--- src/rtl/ycc_seq_pkg.sv ---
package ycc_seq_pkg;

    typedef enum logic [1:0] {
        KIND_Y  = 2'b00,
        KIND_CB = 2'b01,
        KIND_CR = 2'b10
    } comp_kind_e;

    typedef struct packed {
        logic luma_first;
        logic chroma_swap;
    } order_t;

    localparam int SLOT_W = 2;

    // Component carried by a slot under a given order.
    function automatic comp_kind_e slot_kind(order_t o, logic [SLOT_W-1:0] ph);
        logic luma_slot;
        luma_slot = o.luma_first ? ~ph[0] : ph[0];
        if (luma_slot) begin
            return KIND_Y;
        end
        // first chroma of group is Cb unless swapped
        if (ph[1] ^ o.chroma_swap) begin
            return KIND_CR;
        end
        return KIND_CB;
    endfunction

endpackage

--- src/rtl/ycc_phase_ctl.sv ---
module ycc_phase_ctl
    import ycc_seq_pkg::*;
(
    input  logic              clk,
    input  logic              rst,
    input  logic              hsync,
    input  logic              active,
    input  order_t            swap_in,
    output order_t            ord_eff,
    output logic [SLOT_W-1:0] phase_eff
);

    order_t            ord_q;
    logic [SLOT_W-1:0] phase_q;

    always_comb begin
        ord_eff   = hsync ? swap_in : ord_q;
        phase_eff = hsync ? '0 : phase_q;
    end

    always_ff @(posedge clk) begin
        if (rst) begin
            ord_q   <= '0;
            phase_q <= '0;
        end else begin
            ord_q   <= ord_eff;
            phase_q <= active ? phase_eff + 1'b1 : phase_eff;
        end
    end

    p_sync_restart_r5: assert property (@(posedge clk) disable iff (rst)
        (!rst && hsync) |=> (phase_q == {1'b0, $past(active)}));

    p_hold_blank_r6: assert property (@(posedge clk) disable iff (rst)
        (!rst && !hsync && !active) |=> (phase_q == $past(phase_q)));

    p_advance_r6: assert property (@(posedge clk) disable iff (rst)
        (!rst && !hsync && active) |=> (phase_q == $past(phase_q) + 2'd1));

    p_order_latched_r8: assert property (@(posedge clk) disable iff (rst)
        (!rst && !hsync) |=> (ord_q == $past(ord_q)));

endmodule

--- src/rtl/ycc_chroma_hold.sv ---
module ycc_chroma_hold #(
    parameter int DW = 8
) (
    input  logic          clk,
    input  logic          rst,
    input  logic          capture,
    input  logic [DW-1:0] cb_in,
    input  logic [DW-1:0] cr_in,
    output logic [DW-1:0] cb_q,
    output logic [DW-1:0] cr_q
);

    localparam logic [DW-1:0] CHROMA_MID = DW'(1) << (DW - 1);

    always_ff @(posedge clk) begin
        if (rst) begin
            cb_q <= CHROMA_MID;
            cr_q <= CHROMA_MID;
        end else if (capture) begin
            cb_q <= cb_in;
            cr_q <= cr_in;
        end
    end

    p_hold_stable_r9: assert property (@(posedge clk) disable iff (rst)
        (!rst && !capture) |=> ($stable(cb_q) && $stable(cr_q)));

endmodule

--- src/rtl/ycc_out_stage.sv ---
module ycc_out_stage
    import ycc_seq_pkg::*;
#(
    parameter int DW = 8
) (
    input  logic          clk,
    input  logic          rst,
    input  logic          active,
    input  comp_kind_e    kind,
    input  logic          second_half,
    input  logic [DW-1:0] y_in,
    input  logic [DW-1:0] cb_in,
    input  logic [DW-1:0] cr_in,
    input  logic [DW-1:0] cb_held,
    input  logic [DW-1:0] cr_held,
    output logic [DW-1:0] px_q,
    output logic [1:0]    tag_q
);

    localparam logic [DW-1:0] CHROMA_BLANK = DW'(1) << (DW - 1);
    localparam logic [DW-1:0] LUMA_BLANK   = DW'(16) << (DW - 8);

    logic [DW-1:0] px_d;

    always_comb begin
        unique case (kind)
            KIND_Y:  px_d = active ? y_in : LUMA_BLANK;
            KIND_CB: px_d = !active ? CHROMA_BLANK : (second_half ? cb_held : cb_in);
            KIND_CR: px_d = !active ? CHROMA_BLANK : (second_half ? cr_held : cr_in);
            default: px_d = CHROMA_BLANK;
        endcase
    end

    always_ff @(posedge clk) begin
        if (rst) begin
            px_q  <= CHROMA_BLANK;
            tag_q <= KIND_CB;
        end else begin
            px_q  <= px_d;
            tag_q <= kind;
        end
    end

    p_blank_level_r7: assert property (@(posedge clk) disable iff (rst)
        (!rst && !active) |=>
            (px_q == ((tag_q == KIND_Y) ? LUMA_BLANK : CHROMA_BLANK)));

endmodule

--- src/rtl/ycc422_sequencer.sv ---
module ycc422_sequencer
    import ycc_seq_pkg::*;
#(
    parameter int DW = 8
) (
    input  logic          clk,
    input  logic          rst,
    input  logic          hsync,
    input  logic          active,
    input  logic [DW-1:0] y_in,
    input  logic [DW-1:0] cb_in,
    input  logic [DW-1:0] cr_in,
    input  logic          swap_luma,
    input  logic          swap_chroma,
    output logic [DW-1:0] px_out,
    output logic [1:0]    comp_kind
);

    order_t            swap_req;
    order_t            ord_eff;
    logic [SLOT_W-1:0] phase_eff;
    comp_kind_e        kind;
    logic              capture;
    logic [DW-1:0]     cb_held;
    logic [DW-1:0]     cr_held;

    always_comb begin
        swap_req.luma_first  = swap_luma;
        swap_req.chroma_swap = swap_chroma;
        kind    = slot_kind(ord_eff, phase_eff);
        capture = active && (kind != KIND_Y) && !phase_eff[SLOT_W-1];
    end

    ycc_phase_ctl u_phase (
        .clk       (clk),
        .rst       (rst),
        .hsync     (hsync),
        .active    (active),
        .swap_in   (swap_req),
        .ord_eff   (ord_eff),
        .phase_eff (phase_eff)
    );

    ycc_chroma_hold #(.DW(DW)) u_hold (
        .clk     (clk),
        .rst     (rst),
        .capture (capture),
        .cb_in   (cb_in),
        .cr_in   (cr_in),
        .cb_q    (cb_held),
        .cr_q    (cr_held)
    );

    ycc_out_stage #(.DW(DW)) u_out (
        .clk         (clk),
        .rst         (rst),
        .active      (active),
        .kind        (kind),
        .second_half (phase_eff[SLOT_W-1]),
        .y_in        (y_in),
        .cb_in       (cb_in),
        .cr_in       (cr_in),
        .cb_held     (cb_held),
        .cr_held     (cr_held),
        .px_q        (px_out),
        .tag_q       (comp_kind)
    );

    // luma and chroma alternate on consecutive active slots within a line
    p_luma_alternates_r1: assert property (@(posedge clk) disable iff (rst)
        (!rst && active && !hsync && $past(!rst && active && !hsync)) |=>
            ((comp_kind == 2'b00) != ($past(comp_kind) == 2'b00)));

endmodule

--- config.mk ---
export PLATFORM = sky130hd
export DESIGN_NAME = ycc422_sequencer
export DESIGN_NICKNAME = d
export VERILOG_FILES = /design/src/rtl/ycc_seq_pkg.sv /design/src/rtl/ycc_phase_ctl.sv /design/src/rtl/ycc_chroma_hold.sv /design/src/rtl/ycc_out_stage.sv /design/src/rtl/ycc422_sequencer.sv
export SDC_FILE = /design/constraint.sdc
export NUM_CORES = 1
export LEC_CHECK = 0
export ABC_CLOCK_PERIOD_IN_PS = 1600
export BUFFER_PORTS_ARGS = -buffer_cell sky130_fd_sc_hd__buf_2
export CAP_MARGIN = 20
export CORE_MARGIN = 2
export CORE_UTILIZATION = 51
export DETAILED_ROUTE_END_ITERATION = 12
export MAX_ROUTING_LAYER = met4
export PLACE_DENSITY = 0.83
export SLEW_MARGIN = 10
export SYNTH_ARGS = -nofsm -noshare
export SYNTH_HDL_FRONTEND = slang
export SYNTH_SLANG_ARGS = --single-unit
--- constraint.sdc ---
create_clock -name clk -period 1.6 [get_ports clk]
set_input_delay 0.24 -clock clk [delete_from_list [all_inputs] [get_ports clk]]
set_output_delay 0.24 -clock clk [all_outputs]
set_load 0.1 [all_outputs]
Word-level counts from Yosys, hierarchy flattened:

Cells that the tools add are included.

* memory bits (writable): 0
* memories kept: 0
* register bits: 30
* input port bits: 30
* memory bits (read-only): 0
* bits in latches: 0
* output and inout port bits: 10

* equality and inequality tests: 2
* add/subtract/negate cells: 1
* order comparisons: 0
* div/mod/pow operators: 0
* reductions and logical operators: 5
* shift-type cells: 0
* $mul: 0
* mux-type cells: 17
* bitwise operators: 2

Operators with widths (number)
* 8-bit 2-to-1 mux: 5
* 8-bit case mux with 3 select lines: 1
* 2-bit 2-to-1 mux: 7
* 1-bit 2-to-1 mux: 4
* 2-bit by 1-bit adder with 2-bit output, second input constant: 1
* 2-bit by 1-bit equality test with 1-bit output, second input constant: 1
* 2-bit equality test, second input constant: 1
* 1-bit logical AND: 2
* 2-bit logical NOT: 1
* 2-bit nonzero test: 1
* 1-bit logical NOT: 1
* 1-bit inverter: 1
* 1-bit bitwise XOR: 1

Logic depth before layout (Yosys ltp):

Gate-level depths: netlist of the first run.

* depth in word-level cells: 10
* depth in mapped cells: 6
* gate-level depth less buffers: 4

Modules after synthesis:

Synthesis of the first run repeated with hierarchy kept, for this count alone.

* cell total of the unflattened synthesis: 129
* area, all modules: 1416.4 um^2

By module, submodules not included
* ycc_out_stage: cells an instance 57, area an instance 608.1 um^2, instances 1
* ycc_chroma_hold: cells an instance 52, area an instance 583.1 um^2, instances 1
* ycc_phase_ctl: cells an instance 15, area an instance 185.2 um^2, instances 1
* ycc422_sequencer: cells an instance 5, area an instance 40.0 um^2, instances 1

Worst setup path before layout of the first run:

Ideal clock, no wire load.

* path kind: flip-flop to flip-flop
* from: register u_phase.phase_q[1]
* to: register u_out.px_q[7]
* library setup time: 0.074 ns
* data required time: 1.526 ns
* arrival time: 1.278 ns
* slack: 0.247 ns
* stages on the path, launching flop included: 7
* buffers on the path: 2
* cell sequence: dfxtp_1 > buf_4 > nor3_1 > or2_1 > buf_6 > a221o_1 > a31oi_2

* word-level cells in the longest chain between the ends: 8
* elaborated cells on any way between the ends: 15
* classes of those cells: eq/ne: 2; mux: 11; bitwise: 1; reduce/logical: 1

RTL lines
* from (decl): line ycc_phase_ctl.sv:14 `logic [SLOT_W-1:0] phase_q;`
* from (signal assigned): line ycc_phase_ctl.sv:27 `phase_q <= active ? phase_eff + 1'b1 : phase_eff;`
* 2-bit 2-to-1 mux *: line ycc_phase_ctl.sv:18 `phase_eff = hsync ? '0 : phase_q;`
* 1-bit bitwise XOR: line ycc_seq_pkg.sv:24 `if (ph[1] ^ o.chroma_swap) begin`
* 1-bit 2-to-1 mux (2 in a row): line ycc_seq_pkg.sv:24
* 2-bit 2-to-1 mux: line ycc_seq_pkg.sv:27 `return KIND_CB;`
* 2-bit 2-to-1 mux: line ycc_seq_pkg.sv:24
* 2-bit equality test (tied with other cells): line ycc_out_stage.sv:26 `unique case (kind)`
* 8-bit case mux with 3 select lines *: line ycc_out_stage.sv:26
* to (signal assigned): line ycc_out_stage.sv:39 `px_q <= px_d;`
* to (decl): line ycc_out_stage.sv:16 `output logic [DW-1:0] px_q,`

Mark *: on every way between the ends. The rest lies on a longest branch, timed or not. The select of a mux whose other input is x is not followed.
A chain may end at the register's enable or synchronous reset.

Final worst setup path of the first run:

Ends and elaborated chain as after synthesis.

==> results of run 1 <==
-- registers in the layout, summed over array words and instances (netlist names) --
| signal | flops |
|---|---|
| u_hold.cb_q | 8 |
| u_hold.cr_q | 8 |
| u_out.px_q | 8 |
| u_out.tag_q | 2 |
| u_phase.ord_q | 2 |
| u_phase.phase_q | 2 |
-- cell usage after synthesis --
master / n / area share
o21bai_1: 1 / 0.0050
nor3_1: 3 / 0.0099
o21a_1: 1 / 0.0050
mux4_2: 1 / 0.015
a21o_1: 2 / 0.0099
nand2_1: 2 / 0.0050
xnor2_1: 1 / 0.0058
dfxtp_1: 30 / 0.40
nor3b_1: 1 / 0.0050
xor2_1: 3 / 0.017
buf_4: 3 / 0.015
inv_1: 3 / 0.0075
mux2i_1: 25 / 0.17
nor2b_1: 5 / 0.021
a221o_1: 1 / 0.0066
a31oi_2: 1 / 0.0083
a22o_1: 1 / 0.0058
nor2_1: 14 / 0.035
nand2b_1: 29 / 0.12
or2_1: 1 / 0.0041
clkbuf_1: 5 / 0.012
buf_2: 2 / 0.0066
o2111ai_1: 1 / 0.0058
buf_6: 2 / 0.015
o21bai_2: 1 / 0.0075
a221oi_1: 6 / 0.035
a211oi_1: 2 / 0.0099
a21oi_1: 7 / 0.023
o21ai_0: 6 / 0.020
-- logic make-up after synthesis --
group,share of synthesized area
buf+inv,0.05638
mux,0.1808
simple gates,0.1998
flops,0.3980
xor+xnor,0.02322
compound gates,0.1418
-- critical path: cells and delay by family, from the launching register on --
| kind | cells | cell delay (ns) |
|---|---|---|
| AOI/OAI and AO/OA | 2 | 0.54 |
| DFF | 1 | 0.42 |
| and+or+nand+nor | 2 | 0.35 |
-- how the worst max path moves through the flow --
stage | startpoint | to | cells after the start
2_1_floorplan | u_phase.phase_q[1] | u_out.px_q[7] | 6
3_3_place_gp | hsync | u_out.px_q[7] | 5
3_5_place_dp | u_phase.phase_q[1] | u_out.px_q[7] | 4
4_1_cts | u_phase.phase_q[1] | u_out.px_q[7] | 4
5_1_grt | u_phase.ord_q[0] | u_out.px_q[2] | 5
6_report | u_phase.phase_q[1] | u_out.px_q[7] | 4
-- timing repair --
action / 4_1_cts / 5_1_grt
resized for setup: 0 / 2
setup endpoints to repair: 0 / 3
setup buffers: 0 / 0
-- through the flow --
step	instance area [µm²]	power [µW]	setup slack, ns
final	1794	1719	0.2201
after global routing	1794	1801	0.06299
after CTS	1792	1733	0.1175
after detailed placement	1732	1272	0.1409
after global placement	1732	1258	0.1855
after floorplan	1509	1163	0.2473
-- routing by layer --
metal / wire length (µm) / share of wire / global-route usage / vias up
met2: 1428 / 0.44 / 0.3355 / 46
met5: 0 / 0 / - / -
li1: - / - / - / 632
met4: 46 / 0.014 / 0.09302 / 0
met3: 244 / 0.075 / 0.06813 / 5
met1: 1512 / 0.47 / 0.2573 / 560
-- final cells by class --
class	count	share of cell area
Multi-Input combinational cell	115	0.4589
Inverter	3	0.006276
Sequential cell	30	0.3361
Timing Repair Buffer	44	0.1437
Tap cell	31	0.02162
Clock inverter	1	0.002789
Clock buffer	7	0.03068
-- report_power, final --
group,total (µW),leakage (µW),switching (µW),internal (µW)
Clock,462,0.0000353,249,213
Combinational,435,0.000480,279,156
Sequential,822,0.000247,25.4,797
Total,1720,0.000763,554,1170
==> out/summary.txt, run 1 <==
# clock sinks = 30
Hold endpoint = u_phase.ord_q[1]
Final core occ = 0.6451
H-tree Lvls = 2
Final Non-Filler Cells = 231
Hpwl dp = 2480 µm
GRT Residual Overflow = 0
Post-synthesis cell area = 1509 µm²
CTS tree = built
WP data required = 1.86 ns
Leak = 0.0007629 µW
Pwr Density = 958.3 nW/µm²
Hold path startpoint = swap_luma
Actual slew at the worst max-slew pin = 0.4865 ns
CTS root buf = clkbuf_4
Minimum clock period = 1.380 ns
Final period util = 0.8624
Net Count, Synth = 190
Number of cells produced by synthesis = 160
Post-placement cell count = 223
Post-synth cell types = 29
Seq/Total Area, Yosys = 0.3980
Crit-path max FO = 7
R2r endpoint = u_out.px_q[7]
Wire per inst = 13.99 µm
Register bit total from synthesis = 30
# IOs = 40
Critical-path cell list = nor3_1 -> or2_1 -> a221o_1 -> a31oi_2
Final setup viols = 0
Die ar. = 3410 µm²
Gpl congestion = 0.9252
Data arrival, critical path = 1.64 ns
CP max-delay cell = dfxtp_2
Multi-input logic area = 823.3 µm²
Crit path largest cell delay = 0.42 ns
Syn_area_per_cell = 9.431 µm²
Critical path startpoint category = flip-flop
Num CTS Buffers = 5
Hold depth = 3
Max clock buf depth = 2
Global Route Usage Sum = 0.2160
Antenna viol nets, final = 0
Die width = 58.40 µm
R2r setup slk = 0.22 ns
ANT cells = 0
Worst skew pair latency = 0.33 ns
Hold Crit Class = input port to flip-flop
Initial DRC Count = 61
R2R cell count = 4
Most frequent cells in the layout = 39 x buf_2, 29 x nand2b_1, 28 x dfxtp_1
DRT Pass-1 Iters = 4
Storage element area = 603.1 µm²
Vias in the first global route = 1167
Worst VDD drop = 0.7672 mV
RSZ-0062 raised after global routing = no
Status = finished, final reports clean
# fillers = 233
Max cap viols = 0
Critical Path Sink Type = flip-flop
Final hold vios = 0
Remaining DRCs = 0
Core Region = 2781 µm²
Die height = 58.40 µm
WHS = 0.1838 ns
Detailed-route via count = 1243
Post-layout nets = 229
Std cell rows = 19
Commonest non-fill, non-tap cell in the layout = buf_2
WL final = 3232 µm
Layout cell share with drive strength beyond 1 = 0.2800
Max frequency = 724.7 MHz
Max-slew violations = 0
Global-route wire length before repair = 5285 µm
Worst-path clk slew = 0.09 ns
IO buf count = 39
Kind of critical path = flip-flop to flip-flop
DR vias/cell = 5.381
Area growth from synthesis to layout = 18.91%
Initial antenna violation count = 0
Clock Skew = 0.006906 ns
Crit Reg-Reg Startpoint = u_phase.phase_q[1]
Starting Density = 0.5425
Largest net degree at the start of global routing = 25
Setup_tns = 0 ns
Relative slew slack = 0.6779
YS warnings = 0
CTS Hold Bufs = 0
Power figures use the tool's default switching activity.
==> run 2: changes to the inputs <==
--- a/config.mk
+++ b/config.mk
@@ -5,14 +5,15 @@
 export SDC_FILE = /design/constraint.sdc
 export NUM_CORES = 1
 export LEC_CHECK = 0
+export ABC_AREA = 1
 export ABC_CLOCK_PERIOD_IN_PS = 1600
 export BUFFER_PORTS_ARGS = -buffer_cell sky130_fd_sc_hd__buf_2
 export CAP_MARGIN = 20
 export CORE_MARGIN = 2
-export CORE_UTILIZATION = 51
+export CORE_UTILIZATION = 52
 export DETAILED_ROUTE_END_ITERATION = 12
 export MAX_ROUTING_LAYER = met4
-export PLACE_DENSITY = 0.83
+export PLACE_DENSITY = 0.78
 export SLEW_MARGIN = 10
 export SYNTH_ARGS = -nofsm -noshare
 export SYNTH_HDL_FRONTEND = slang
==> out/summary.txt, run 2 <==
Most frequent cells in the layout = 73 x nand2_1, 39 x buf_2, 31 x nand3_1
Max frequency = 698.3 MHz (-3.6%)
Global Route Usage Sum = 0.2402 (+0.02424)
Remaining DRCs = 4 (+4)
Number of cells produced by synthesis = 245 (+53%)
CTS tree = built
Logic pwr share = 0.266 (+0.013)
GRT Residual Overflow = 0 (unchanged)
Worst-path clk slew = 0.09 ns (about the same)
# fillers = 270 (+16%)
Final hold vios = 0 (unchanged)
# clock sinks = 30 (unchanged)
Worst VDD drop = 0.5600 mV (-27%)
Die ar. = 3470 µm² (+1.8%)
Top Registers = u_hold.cb_q: 8 flops, u_hold.cr_q: 8 flops, u_out.px_q: 8 flops
Critical Path Sink Type = flip-flop
WP data required = 1.89 ns (+0.03 ns)
Final period util = 0.8950 (+0.03260)
Hpwl dp = 2726 µm (+9.9%)
DR vias/cell = 5.150 (-4.3%)
CTS Hold Bufs = 0 (unchanged)
Hold Crit Class = input port to flip-flop
Status = finished with violations
Minimum clock period = 1.432 ns (+0.05217 ns)
DRT Pass-1 Iters = 8 (+4)
Relative slew slack = 0.6759 (-0.001974)
Post-CTS Resized = 0 (unchanged)
Actual slew at the worst max-slew pin = 0.4895 ns (+0.002980 ns)
Synth top area share = 0.3831 (-0.01493)
Register share of total power = 0.467 (-0.011)
Switching power = 610.8 µW (+10%)
IO buf count = 39 (unchanged)
Crit-path max FO = 7 (unchanged)
Syn_area_per_cell = 6.399 µm² (-32%)
H-tree Lvls = 2 (unchanged)
Commonest non-fill, non-tap cell in the layout = nand2_1
Antenna viol nets, final = 0 (unchanged)
Register bit total from synthesis = 30 (unchanged)
Vias in the first global route = 1413 (+21%)
Pre-CTS WS = 0.1122 ns (-0.02876 ns)
Initial DRC Count = 89 (+46%)
Die height = 58.91 µm (+0.88%)
Clock Skew = 0.006011 ns (-0.0008943 ns)
Starting Density = 0.5589 (+0.01637)
Largest net degree at the start of global routing = 20 (-20%)
Critical path startpoint category = flip-flop
Post-layout nets = 318 (+39%)
WL final = 3707 µm (+15%)
Num CTS Buffers = 5 (unchanged)
Wire per inst = 11.58 µm (-17%)
Area growth from synthesis to layout = 19.47%
Seq/Total Area, Yosys = 0.3831 (-0.01493)
Worst skew pair latency = 0.33 ns (about the same)
Setup ws final = 0.1680 ns (-0.05217 ns)
# IOs = 40 (unchanged)
Global-route wire length before repair = 6147 µm (+16%)
Max clock buf depth = 2 (unchanged)
Final setup viols = 0 (unchanged)
Setup_tns = 0 ns (unchanged)
Synth top area cells = dfxtp_1 38%, nand2_1 17%, nand3_1 9.9%
Die width = 58.91 µm (+0.88%)
RSZ-0062 raised after global routing = no
Int Pwr = 1147 µW (-1.6%)
Net Count, Synth = 275 (+45%)
Layout cell share with drive strength beyond 1 = 0.2249 (-0.05509)
Post-synth EDFFs = 0 (unchanged)
Storage element area = 600.6 µm² (-0.41%)
Post CTS Setup Buffer Count = 0 (unchanged)
Max cap viols = 0 (unchanged)
ANT cells = 0 (unchanged)
Failing checks = design-rule violations
Core Region = 2805 µm² (+0.85%)
Std cell rows = 19 (unchanged)
Area leader, netlist = dfxtp_1
Top-count cell post-synth = nand2_1
Detailed-route via count = 1648 (+33%)
Post-synth cell types = 21 (-28%)
CTS root buf = clkbuf_4
Pwr Density = 938.3 nW/µm² (-2.1%)
Clock power frac = 0.267 (-0.002)
Post-synthesis cell area = 1568 µm² (+3.9%)
Switching Fraction = 0.3475 (+0.02515)
Commonest cells post-synth = 73 x nand2_1, 31 x nand3_1, 30 x dfxtp_1
Leak = 0.001005 µW (+32%)
Kind of critical path = flip-flop to flip-flop
FFs w/ async S/R, synth = 0 (unchanged)
Initial antenna violation count = 0 (unchanged)
YS warnings = 0 (unchanged)
Gpl congestion = 0.9088 (-1.8%)
Max-slew violations = 0 (unchanged)
Data arrival, critical path = 1.72 ns (+0.08 ns)
Ys flop type = dfxtp_1
Multi-input logic area = 789.5 µm² (-4.1%)
## run 2: changes by cell type after synthesis, moves of 5 or more
cell      before  now
nand2b_1      29    0
inv_1          3   24
nor2b_1        5    0
a21oi_1        7   13
mux2i_1       25    0
nand4_1        0    9
nand2_1        2   73
nand3_1        0   31
nor2_1        14   26
a221oi_1       6    0
## run 2: cells by family (layout without fill, tap and decap cells)
group / Yosys count / after routing / synth area share
buffers and inverters: 39 / 83 / 0.1133
AOI/OAI and AO/OA: 29 / 29 / 0.09577
and+or+nand+nor: 147 / 147 / 0.4078
DFF: 30 / 30 / 0.3831
## run 2: layer usage
layer,vias to the layer above,track usage,routed length [µm]
li1,871,-,-
met3,5,0.06154,324
met2,56,0.3270,1605
met1,716,0.3370,1750
met5,-,-,0
met4,0,0.09740,27
## run 2: layout make-up
cell class	count	share of cell area
clock inverters	1	0.002672
flip-flops and latches	30	0.3206
inverters	25	0.05010
clock buffers	7	0.02939
multi-input cells	176	0.4215
repair buffers	50	0.1550
well taps	31	0.02071
## run 2: critical path, stage by stage, from the launching register on
cell	delay (ns)
dfxtp_1	0.36
buf_4	0.16
inv_1	0.05
nor2_2	0.14
buf_4	0.18
nor2_1	0.05
nor2_1	0.12
nand3_1	0.09
nand3_1	0.10
nand2_1	0.06
inv_1	0.06
## run 2: final timing paths
kind	start	end	slack, ns	cells past startpoint
setup / recovery	u_phase.phase_q[1]	u_out.px_q[5]	0.17	10
hold / removal	y_in[7]	u_out.px_q[7]	0.11	3
setup reg to reg	u_phase.phase_q[1]	u_out.px_q[5]	0.17	10
hold reg to reg	u_hold.cb_q[0]	u_hold.cb_q[0]	0.47	2
## run 2: power by group through the flow
| stage | clock network [µW] | registers, µW | logic, µW |
|---|---|---|---|
| detailed placement | 0 | 837 | 464 |
| global placement | 0 | 837 | 462 |
| floorplan | 0 | 979 | 208 |
| global route | 515 | 825 | 512 |
| finish | 470 | 820 | 467 |
| CTS | 479 | 820 | 466 |
## run 2: through the flow
stage                     hold slack, ns    util  std cells  power [µW]  cell area, µm²
after floorplan                   0.3557       -        245        1187            1568
after global placement            0.4453  0.6463        312        1299            1813
after detailed placement          0.4519  0.6463        312        1301            1813
after CTS                         0.1069  0.6677        320        1765            1873
after global routing              0.1193  0.6677        320        1852            1873
final                             0.1087  0.6677        320        1758            1873
